**config.mk**
```make
export PLATFORM = sky130hd
export DESIGN_NAME = irq_regwin
export DESIGN_NICKNAME = d
export VERILOG_FILES = /design/src/rtl/irw_pkg.sv /design/src/rtl/irw_decode.sv /design/src/rtl/irw_entry.sv /design/src/rtl/irq_regwin.sv
export SDC_FILE = /design/constraint.sdc
export NUM_CORES = 2
export LEC_CHECK = 0
export ABC_AREA = 1
export BUFFER_PORTS_ARGS = -buffer_cell sky130_fd_sc_hd__buf_2
export CAP_MARGIN = 10
export CORE_MARGIN = 2
export CORE_UTILIZATION = 50
export CTS_BUF_LIST = sky130_fd_sc_hd__clkbuf_16
export CTS_CLUSTER_SIZE = 20
export DETAILED_ROUTE_END_ITERATION = 16
export MAX_ROUTING_LAYER = met4
export PLACE_DENSITY = 0.71
export SLEW_MARGIN = 20
export SYNTH_ARGS = -nofsm -noshare
export SYNTH_HDL_FRONTEND = slang
export SYNTH_HIERARCHICAL = 1
export SYNTH_SLANG_ARGS = --single-unit
```
**constraint.sdc**
```tcl
create_clock -name clk -period 3.32 [get_ports clk]
set_input_delay 0 -clock clk [delete_from_list [all_inputs] [get_ports clk]]
set_output_delay 0 -clock clk [all_outputs]
set_load 0.05 [all_outputs]
```
**src/rtl/irw_pkg.sv**
```systemverilog
// Package: shared constants and types for the interrupt register window.
// Assumes byte offsets fit in 8 bits and selectors are 8 bits wide.
package irw_pkg;
    localparam logic [7:0] OFS_SEL   = 8'h00;
    localparam logic [7:0] OFS_PAD   = 8'h04;
    localparam logic [7:0] OFS_WIN   = 8'h10;
    localparam logic [7:0] OFS_EOI   = 8'h40;
    localparam logic [7:0] SEL_ENT0  = 8'h10;
    localparam logic [7:0] VER_CODE  = 8'h20;
    localparam int         TRIG_BIT  = 15;

    typedef enum logic [2:0] {
        K_ID, K_VER, K_ARB, K_RSV, K_ENT, K_NONE
    } sel_kind_e;
endpackage

```
**src/rtl/irw_decode.sv**
```systemverilog
// Module: decodes the selector register into a register kind, an entry
// index and a half flag. Assumes PINS is between 2 and 120.
module irw_decode
    import irw_pkg::*;
#(
    parameter int PINS = 24,
    localparam int IDXW = $clog2(PINS)
) (
    input  logic [7:0]      sel,
    output sel_kind_e       kind,
    output logic [IDXW-1:0] idx,
    output logic            hi
);
    logic [6:0] raw_idx;

    // Map selector value to kind and entry position.
    always_comb begin
        raw_idx = 7'((sel - SEL_ENT0) >> 1);
        hi      = sel[0];
        idx     = IDXW'(raw_idx);
        if (sel == 8'h00)           kind = K_ID;
        else if (sel == 8'h01)      kind = K_VER;
        else if (sel == 8'h02)      kind = K_ARB;
        else if (sel < SEL_ENT0)    kind = K_RSV;
        else if (int'(raw_idx) < PINS) kind = K_ENT;
        else                        kind = K_NONE;
    end
endmodule

```
**src/rtl/irw_entry.sv**
```systemverilog
// Module: one redirection entry. Stores the writable fields, tracks the
// remote-IRR bit and pulses 'updated' after any write. Assumes at most one
// of wr_lo / wr_hi is high in a cycle.
module irw_entry
    import irw_pkg::*;
(
    input  logic        clk,
    input  logic        rst_n,
    input  logic        wr_lo,
    input  logic        wr_hi,
    input  logic [16:0] lo_wdata,
    input  logic [7:0]  hi_wdata,
    input  logic        irr_set,
    input  logic        irr_clr,
    input  logic        pending,
    output logic [31:0] rd_lo,
    output logic [31:0] rd_hi,
    output logic [7:0]  vector,
    output logic [2:0]  dmode,
    output logic        destmode,
    output logic        polarity,
    output logic        level,
    output logic        mask,
    output logic        remote_irr,
    output logic [7:0]  dest,
    output logic        updated
);
    logic [7:0] vec_q;
    logic [2:0] dmode_q;
    logic       destm_q, pol_q, lvl_q, mask_q, rirr_q, upd_q;
    logic [7:0] dest_q;
    logic       edge_wr;

    assign edge_wr = wr_lo && !lo_wdata[TRIG_BIT];

    // Configuration fields: mask set at reset, loaded by half writes.
    always_ff @(posedge clk) begin
        if (!rst_n) begin
            vec_q <= '0; dmode_q <= '0; destm_q <= 1'b0; pol_q <= 1'b0;
            lvl_q <= 1'b0; mask_q <= 1'b1; dest_q <= '0;
        end else if (wr_lo) begin
            vec_q   <= lo_wdata[7:0];
            dmode_q <= lo_wdata[10:8];
            destm_q <= lo_wdata[11];
            pol_q   <= lo_wdata[13];
            lvl_q   <= lo_wdata[15];
            mask_q  <= lo_wdata[16];
        end else if (wr_hi) begin
            dest_q  <= hi_wdata;
        end
    end

    // Remote IRR: edge-mode write clears, then set, then clear request.
    always_ff @(posedge clk) begin
        if (!rst_n)        rirr_q <= 1'b0;
        else if (edge_wr)  rirr_q <= 1'b0;
        else if (irr_set)  rirr_q <= 1'b1;
        else if (irr_clr)  rirr_q <= 1'b0;
    end

    // Update pulse one cycle after either half is written.
    always_ff @(posedge clk) begin
        if (!rst_n) upd_q <= 1'b0;
        else        upd_q <= wr_lo || wr_hi;
    end

    assign rd_lo = {15'b0, mask_q, lvl_q, rirr_q, pol_q, pending,
                    destm_q, dmode_q, vec_q};
    assign rd_hi = {dest_q, 24'b0};
    assign vector = vec_q;   assign dmode = dmode_q;
    assign destmode = destm_q; assign polarity = pol_q;
    assign level = lvl_q;    assign mask = mask_q;
    assign remote_irr = rirr_q; assign dest = dest_q;
    assign updated = upd_q;

    AST_EDGE_WRITE_CLEARS_IRR: assert property (@(posedge clk) disable iff (!rst_n)
        (wr_lo && !lo_wdata[TRIG_BIT]) |=> !remote_irr);
    AST_LEVEL_WRITE_KEEPS_IRR: assert property (@(posedge clk) disable iff (!rst_n)
        (wr_lo && lo_wdata[TRIG_BIT] && !irr_set && !irr_clr) |=> $stable(remote_irr));
    AST_HI_WRITE_KEEPS_LO: assert property (@(posedge clk) disable iff (!rst_n)
        wr_hi |=> ($stable(vector) && $stable(mask) && $stable(level)));
endmodule

```
**src/rtl/irq_regwin.sv**
```systemverilog
// Module: top of the interrupt register window. Decodes byte-offset
// accesses, holds the selector and ID, muxes window reads from the entry
// array and forwards end-of-interrupt writes. Assumes one access per cycle.
module irq_regwin
    import irw_pkg::*;
#(
    parameter int PINS = 24,
    localparam int IDXW = $clog2(PINS)
) (
    input  logic              clk,
    input  logic              rst_n,
    input  logic              bus_valid,
    input  logic              bus_write,
    input  logic [7:0]        bus_addr,
    input  logic [3:0]        bus_size,
    input  logic [31:0]       bus_wdata,
    output logic [31:0]       rd_data,
    output logic              rd_valid,
    output logic              eoi_valid,
    output logic [7:0]        eoi_vector,
    input  logic [PINS-1:0]   irr_set,
    input  logic [PINS-1:0]   irr_clr,
    input  logic [PINS-1:0]   dlv_pending,
    output logic [8*PINS-1:0] ent_vector,
    output logic [3*PINS-1:0] ent_dmode,
    output logic [PINS-1:0]   ent_destmode,
    output logic [PINS-1:0]   ent_polarity,
    output logic [PINS-1:0]   ent_level,
    output logic [PINS-1:0]   ent_mask,
    output logic [PINS-1:0]   ent_remote_irr,
    output logic [8*PINS-1:0] ent_dest,
    output logic [PINS-1:0]   ent_updated
);
    localparam logic [31:0] VERSION = {8'h00, 8'(PINS - 1), 8'h00, VER_CODE};

    logic            legal, acc_wr, acc_rd, win_wr, ent_we;
    logic [7:0]      sel_q;
    logic [3:0]      id_q;
    sel_kind_e       kind;
    logic [IDXW-1:0] idx;
    logic            hi;
    logic [31:0]     win_val, rd_next;
    logic [31:0]     lo_w [PINS];
    logic [31:0]     hi_w [PINS];

    assign legal  = (bus_size != 4'd0) && (bus_size <= 4'd8);
    assign acc_wr = bus_valid && legal && bus_write;
    assign acc_rd = bus_valid && legal && !bus_write;
    assign win_wr = acc_wr && (bus_addr == OFS_WIN) && (bus_size == 4'd4);
    assign ent_we = win_wr && (kind == K_ENT);

    irw_decode #(.PINS(PINS)) dec_i (.sel(sel_q), .kind(kind), .idx(idx), .hi(hi));

    // Selector and ID register storage.
    always_ff @(posedge clk) begin
        if (!rst_n) begin
            sel_q <= '0;
            id_q  <= '0;
        end else begin
            if (acc_wr && bus_addr == OFS_SEL) sel_q <= bus_wdata[7:0];
            if (win_wr && kind == K_ID)        id_q  <= bus_wdata[27:24];
        end
    end

    generate
        for (genvar i = 0; i < PINS; i++) begin : g_ent
            logic hit;
            assign hit = ent_we && (idx == IDXW'(i));
            irw_entry ent_i (
                .clk(clk), .rst_n(rst_n),
                .wr_lo(hit && !hi), .wr_hi(hit && hi),
                .lo_wdata(bus_wdata[16:0]), .hi_wdata(bus_wdata[31:24]),
                .irr_set(irr_set[i]), .irr_clr(irr_clr[i]),
                .pending(dlv_pending[i]),
                .rd_lo(lo_w[i]), .rd_hi(hi_w[i]),
                .vector(ent_vector[8*i +: 8]), .dmode(ent_dmode[3*i +: 3]),
                .destmode(ent_destmode[i]), .polarity(ent_polarity[i]),
                .level(ent_level[i]), .mask(ent_mask[i]),
                .remote_irr(ent_remote_irr[i]), .dest(ent_dest[8*i +: 8]),
                .updated(ent_updated[i])
            );
        end
    endgenerate

    // Window read value chosen by the decoded selector.
    always_comb begin
        case (kind)
            K_ID, K_ARB: win_val = {4'b0, id_q, 24'b0};
            K_VER:       win_val = VERSION;
            K_ENT:       win_val = hi ? hi_w[idx] : lo_w[idx];
            K_NONE:      win_val = '1;
            default:     win_val = '0;
        endcase
    end

    // Offset-level read mux.
    always_comb begin
        case (bus_addr)
            OFS_SEL: rd_next = {24'b0, sel_q};
            OFS_WIN: rd_next = win_val;
            default: rd_next = '0;
        endcase
    end

    // Registered read return and end-of-interrupt strobe.
    always_ff @(posedge clk) begin
        if (!rst_n) begin
            rd_valid   <= 1'b0;
            rd_data    <= '0;
            eoi_valid  <= 1'b0;
            eoi_vector <= '0;
        end else begin
            rd_valid  <= acc_rd;
            eoi_valid <= acc_wr && (bus_addr == OFS_EOI);
            if (acc_rd) rd_data <= rd_next;
            if (acc_wr && bus_addr == OFS_EOI) eoi_vector <= bus_wdata[7:0];
        end
    end

    AST_RD_FOLLOWS_READ: assert property (@(posedge clk) disable iff (!rst_n)
        rd_valid |-> $past(bus_valid && !bus_write));
    AST_UPDATE_ONEHOT: assert property (@(posedge clk) disable iff (!rst_n)
        $onehot0(ent_updated));
    AST_NARROW_WIN_DROPPED: assert property (@(posedge clk) disable iff (!rst_n)
        (bus_valid && bus_write && bus_addr == OFS_WIN && bus_size != 4'd4)
        |=> (ent_updated == '0));
    AST_EOI_STROBE: assert property (@(posedge clk) disable iff (!rst_n)
        (bus_valid && bus_write && bus_addr == OFS_EOI && legal)
        |=> (eoi_valid && eoi_vector == $past(bus_wdata[7:0])));
endmodule

```
==> results.yml <==
synthesis:
  seq_area_frac_synth_pct: 25.97
  synth.ff_latch_count: 654
  ys_top_cells_by_count: "2019 x nand2_1, 1661 x buf_4, 1202 x nor2_1, 654 x dfxtp_1, 508 x a22oi_1"
  yosys_warnings: 6
  async_flop_share_pct: 0
  synth_top_area_share_pct: 25.97
  yosysMostFrequentCell: "nand2_1"
  synthTopCellsByArea: "dfxtp_1 26%, buf_4 25%, nand2_1 15%"
  syn_area_mm2: 0.05041
  yosys_most_used_dff: "dfxtp_1"
  syn_avg_cell_area_um2: 6.465
  yosysUniqueCellTypes: 32
  yosysTopAreaCell: "dfxtp_1"
  synth_edf_count: 0
  syn_inst: 7798
clock_network:
  root_buffer: "clkbuf_16"
  clk_pin_slew_ps: 60
  insertion_delay_ps: 690
  htree_levels: 3
  cts_buffer_depth: 3
  cts_setup_buffers: 0
  cts_made_buffers: 75
  cts_tree: "built"
  cts_sinks: 654
critical_path:
  crit_required_ps: 3870
  cp_max_fo: 23
  critical_path_class: "flip-flop to flip-flop"
  slowest_delay_ps: 550
  end_kind: "flip-flop"
  worstSetupStartpointType: "flip-flop"
  crit_chain: "inv_2 -> ha_1 -> nand3_2 -> nor2_1 -> a21oi_1 -> nor3b_2 -> nand3_2 -> buf_4 -> nor2_1 -> buf_6 -> nand3_2 -> nor2_4 -> inv_6 -> o21ai_2 -> nor2_1 -> dlygate4sd3_1"
  worst_path_max_delay_cell: "dlygate4sd3_1"
  critPathBufInv: 5
  worstPathArrival_ps: 3690
  crit_family: "simple AND/OR/NAND/NOR gates"
floorplanning:
  die-area_mm2: 0.1034
  initial_core_util_pct: 50.41
  die_height_um: 321.5
  core_mm2: 0.1000
  rows: 116
  ios: 762
  die_x_um: 321.5
placed_design:
  gp_congestion: 0.9489
  dp_slack_ps: 363.3
  hpwl_mm: 130.0
  portBuffers: 752
detailed_routing:
  routed_wl_mm: 186.0
  final_antenna_net_count: 0
  route.detailed.drc: 0
  via_per_inst: 5.143
  firstDrtPassIters: 8
  drtIter0Drc: 5920
  vias: 47139
  wire_per_inst_um: 20.29
sta:
  fin_ws_ps: 181.1
  slew_headroom_pct: 16.06
  max_freq_mhz: 318.6
  finalMaxSlewViolations: 0
  fin_crit_sh_pct: 94.54
  fin_skew_ps: 43.41
  setup_viol: 0
  min_period_ps: 3139
  tightest_slew_ps: 1259
  hold_violations: 0
pwr:
  p_leak_nw: 27.83
  swShare_pct: 26.39
  power.switching_mw: 4.573
  vdd_drop_max_v: 0.0003624
  power_frac_seq_pct: 45.5
  pwr-share-comb_pct: 7.1
  p_clk_share_pct: 47.4
  power.total_mw: 17.33
  intPower_mw: 12.76
  power.density_mw_per_mm2: 347.9
outcome:
  outcome: "completed"
run:
  max_cap_viol_count: 0
global_route:
  grt-ovfl-total: 0
  antenna_found_initial: 7
  grt_pass1_vias: 40937
  grt_pass1_wl_mm: 266.8
  grt_usage_pct: 35.26
  grt_start_max_net_pins: 95
worst_hold_path:
  hold_class: "input pin to flip-flop"
final_layout:
  area_growth_syn_to_layout_pct: -1.179
  nets: 7923
  drive_gt1_share_pct: 14.67
-- worst min-delay path, cell delays in order --
cell     delay [ps]
buf_2            80
nor2_1           40
nand2_1         100
nor3_1          110
nand3_1         210
a21oi_1         100
-- kinds of logic (layout without fill, tap and decap cells) --
logic type | count (synthesis) | count (layout) | synth area share, %
adders and majority gates | 2 | 2 | 0.04963
DFF | 654 | 654 | 25.97
buffers and inverters | 2370 | 1519 | 31.30
AOI/OAI and AO/OA | 1055 | 1055 | 13.31
and+or+nand+nor | 3693 | 3693 | 29.20
other | 24 | 945 | 0.1787
-- area by class of cell --
cell class	instances	area, um2
diodes	9	22.52
clock buffers	76	1902
clock inverters	59	469.2
fillers	10256	50180
inverters	394	1555
multi-input cells	5686	25090
flip-flops and latches	654	13110
well taps	1298	1624
repair buffers	990	6047
-- per-layer routing --
metal  share of wire (%)  global-route usage, %
met5                   0                      -
met4                 7.2                  21.45
met3                  11                  6.816
met2                  43                  50.91
met1                  39                  45.36
-- power groups by stage --
stage | Clock [mW] | Combinational [mW] | Sequential, mW
2_1_floorplan | 0 | 1.42 | 8.12
3_3_place_gp | 0 | 1.07 | 8.06
3_5_place_dp | 0 | 1.07 | 8.06
4_1_cts | 8.25 | 1.14 | 7.88
5_1_grt | 8.57 | 1.34 | 7.88
6_report | 8.21 | 1.23 | 7.89
-- state kept, by name, indices dropped and copies added (netlist names) --
| signal | flops |
|---|---|
| rd_data | 32 |
| g_ent.ent_i/mask | 24 |
| id_q | 4 |
| g_ent.ent_i/remote_irr | 24 |
| eoi_valid | 1 |
| g_ent.ent_i/vector | 192 |
| g_ent.ent_i/polarity | 24 |
| sel_q | 8 |
| eoi_vector | 8 |
| g_ent.ent_i/dest | 192 |
| g_ent.ent_i/destmode | 24 |
| g_ent.ent_i/updated | 24 |
| rd_valid | 1 |
| g_ent.ent_i/dmode | 72 |
| g_ent.ent_i/level | 24 |
-- per-stage QoR --
stage	hold slack [ps]	area (um2)	std cells	util (%)	TNS [ps]
finish	45.23	49820	9166	49.82	0
global route	28.54	49810	9164	49.81	-85.24
CTS	4.184	49770	9157	49.76	0
detailed placement	211.9	46760	8959	46.76	0
global placement	206.5	46760	8959	46.76	0
floorplan	117.4	53830	8710	-	0
-- placed cells by master, fill, tap and decap left out, types with 4 or more instances in the layout --
master and count:
nand2_1 2019, nor2_1 1199, conb_1 936, buf_2 751
dfxtp_1 650, a22oi_1 508, o21ai_0 359, nand3_1 354
inv_1 327, buf_4 148, a21oi_1 126, clkbuf_16 76
dlygate4sd3_1 63, clkinv_1 38, a21o_1 36, nand4_1 35
inv_2 31, nor2_4 30, inv_4 26, buf_12 26
o21a_1 24, nor3_1 20, nor3_2 17, clkinv_2 12
diode_2 9, and2_1 9, bufinv_16 4
-- what timing repair did --
action,4_1_cts,5_1_grt
endpoints found under the setup margin,0,2
hold buffers,63,0
hold endpoints to repair,138,0
resized for setup,0,9
-- final timing paths --
check,start,end,slack (ps),cells past startpoint
setup / recovery,sel_q[4],g_ent[19].ent_i/remote_irr,180,16
setup reg to reg,sel_q[4],g_ent[19].ent_i/remote_irr,180,16
hold reg to reg,id_q[0],id_q[0],460,2
hold / removal,bus_size[0],id_q[3],50,6
Note: power is estimated with default switching activity, not from simulation.
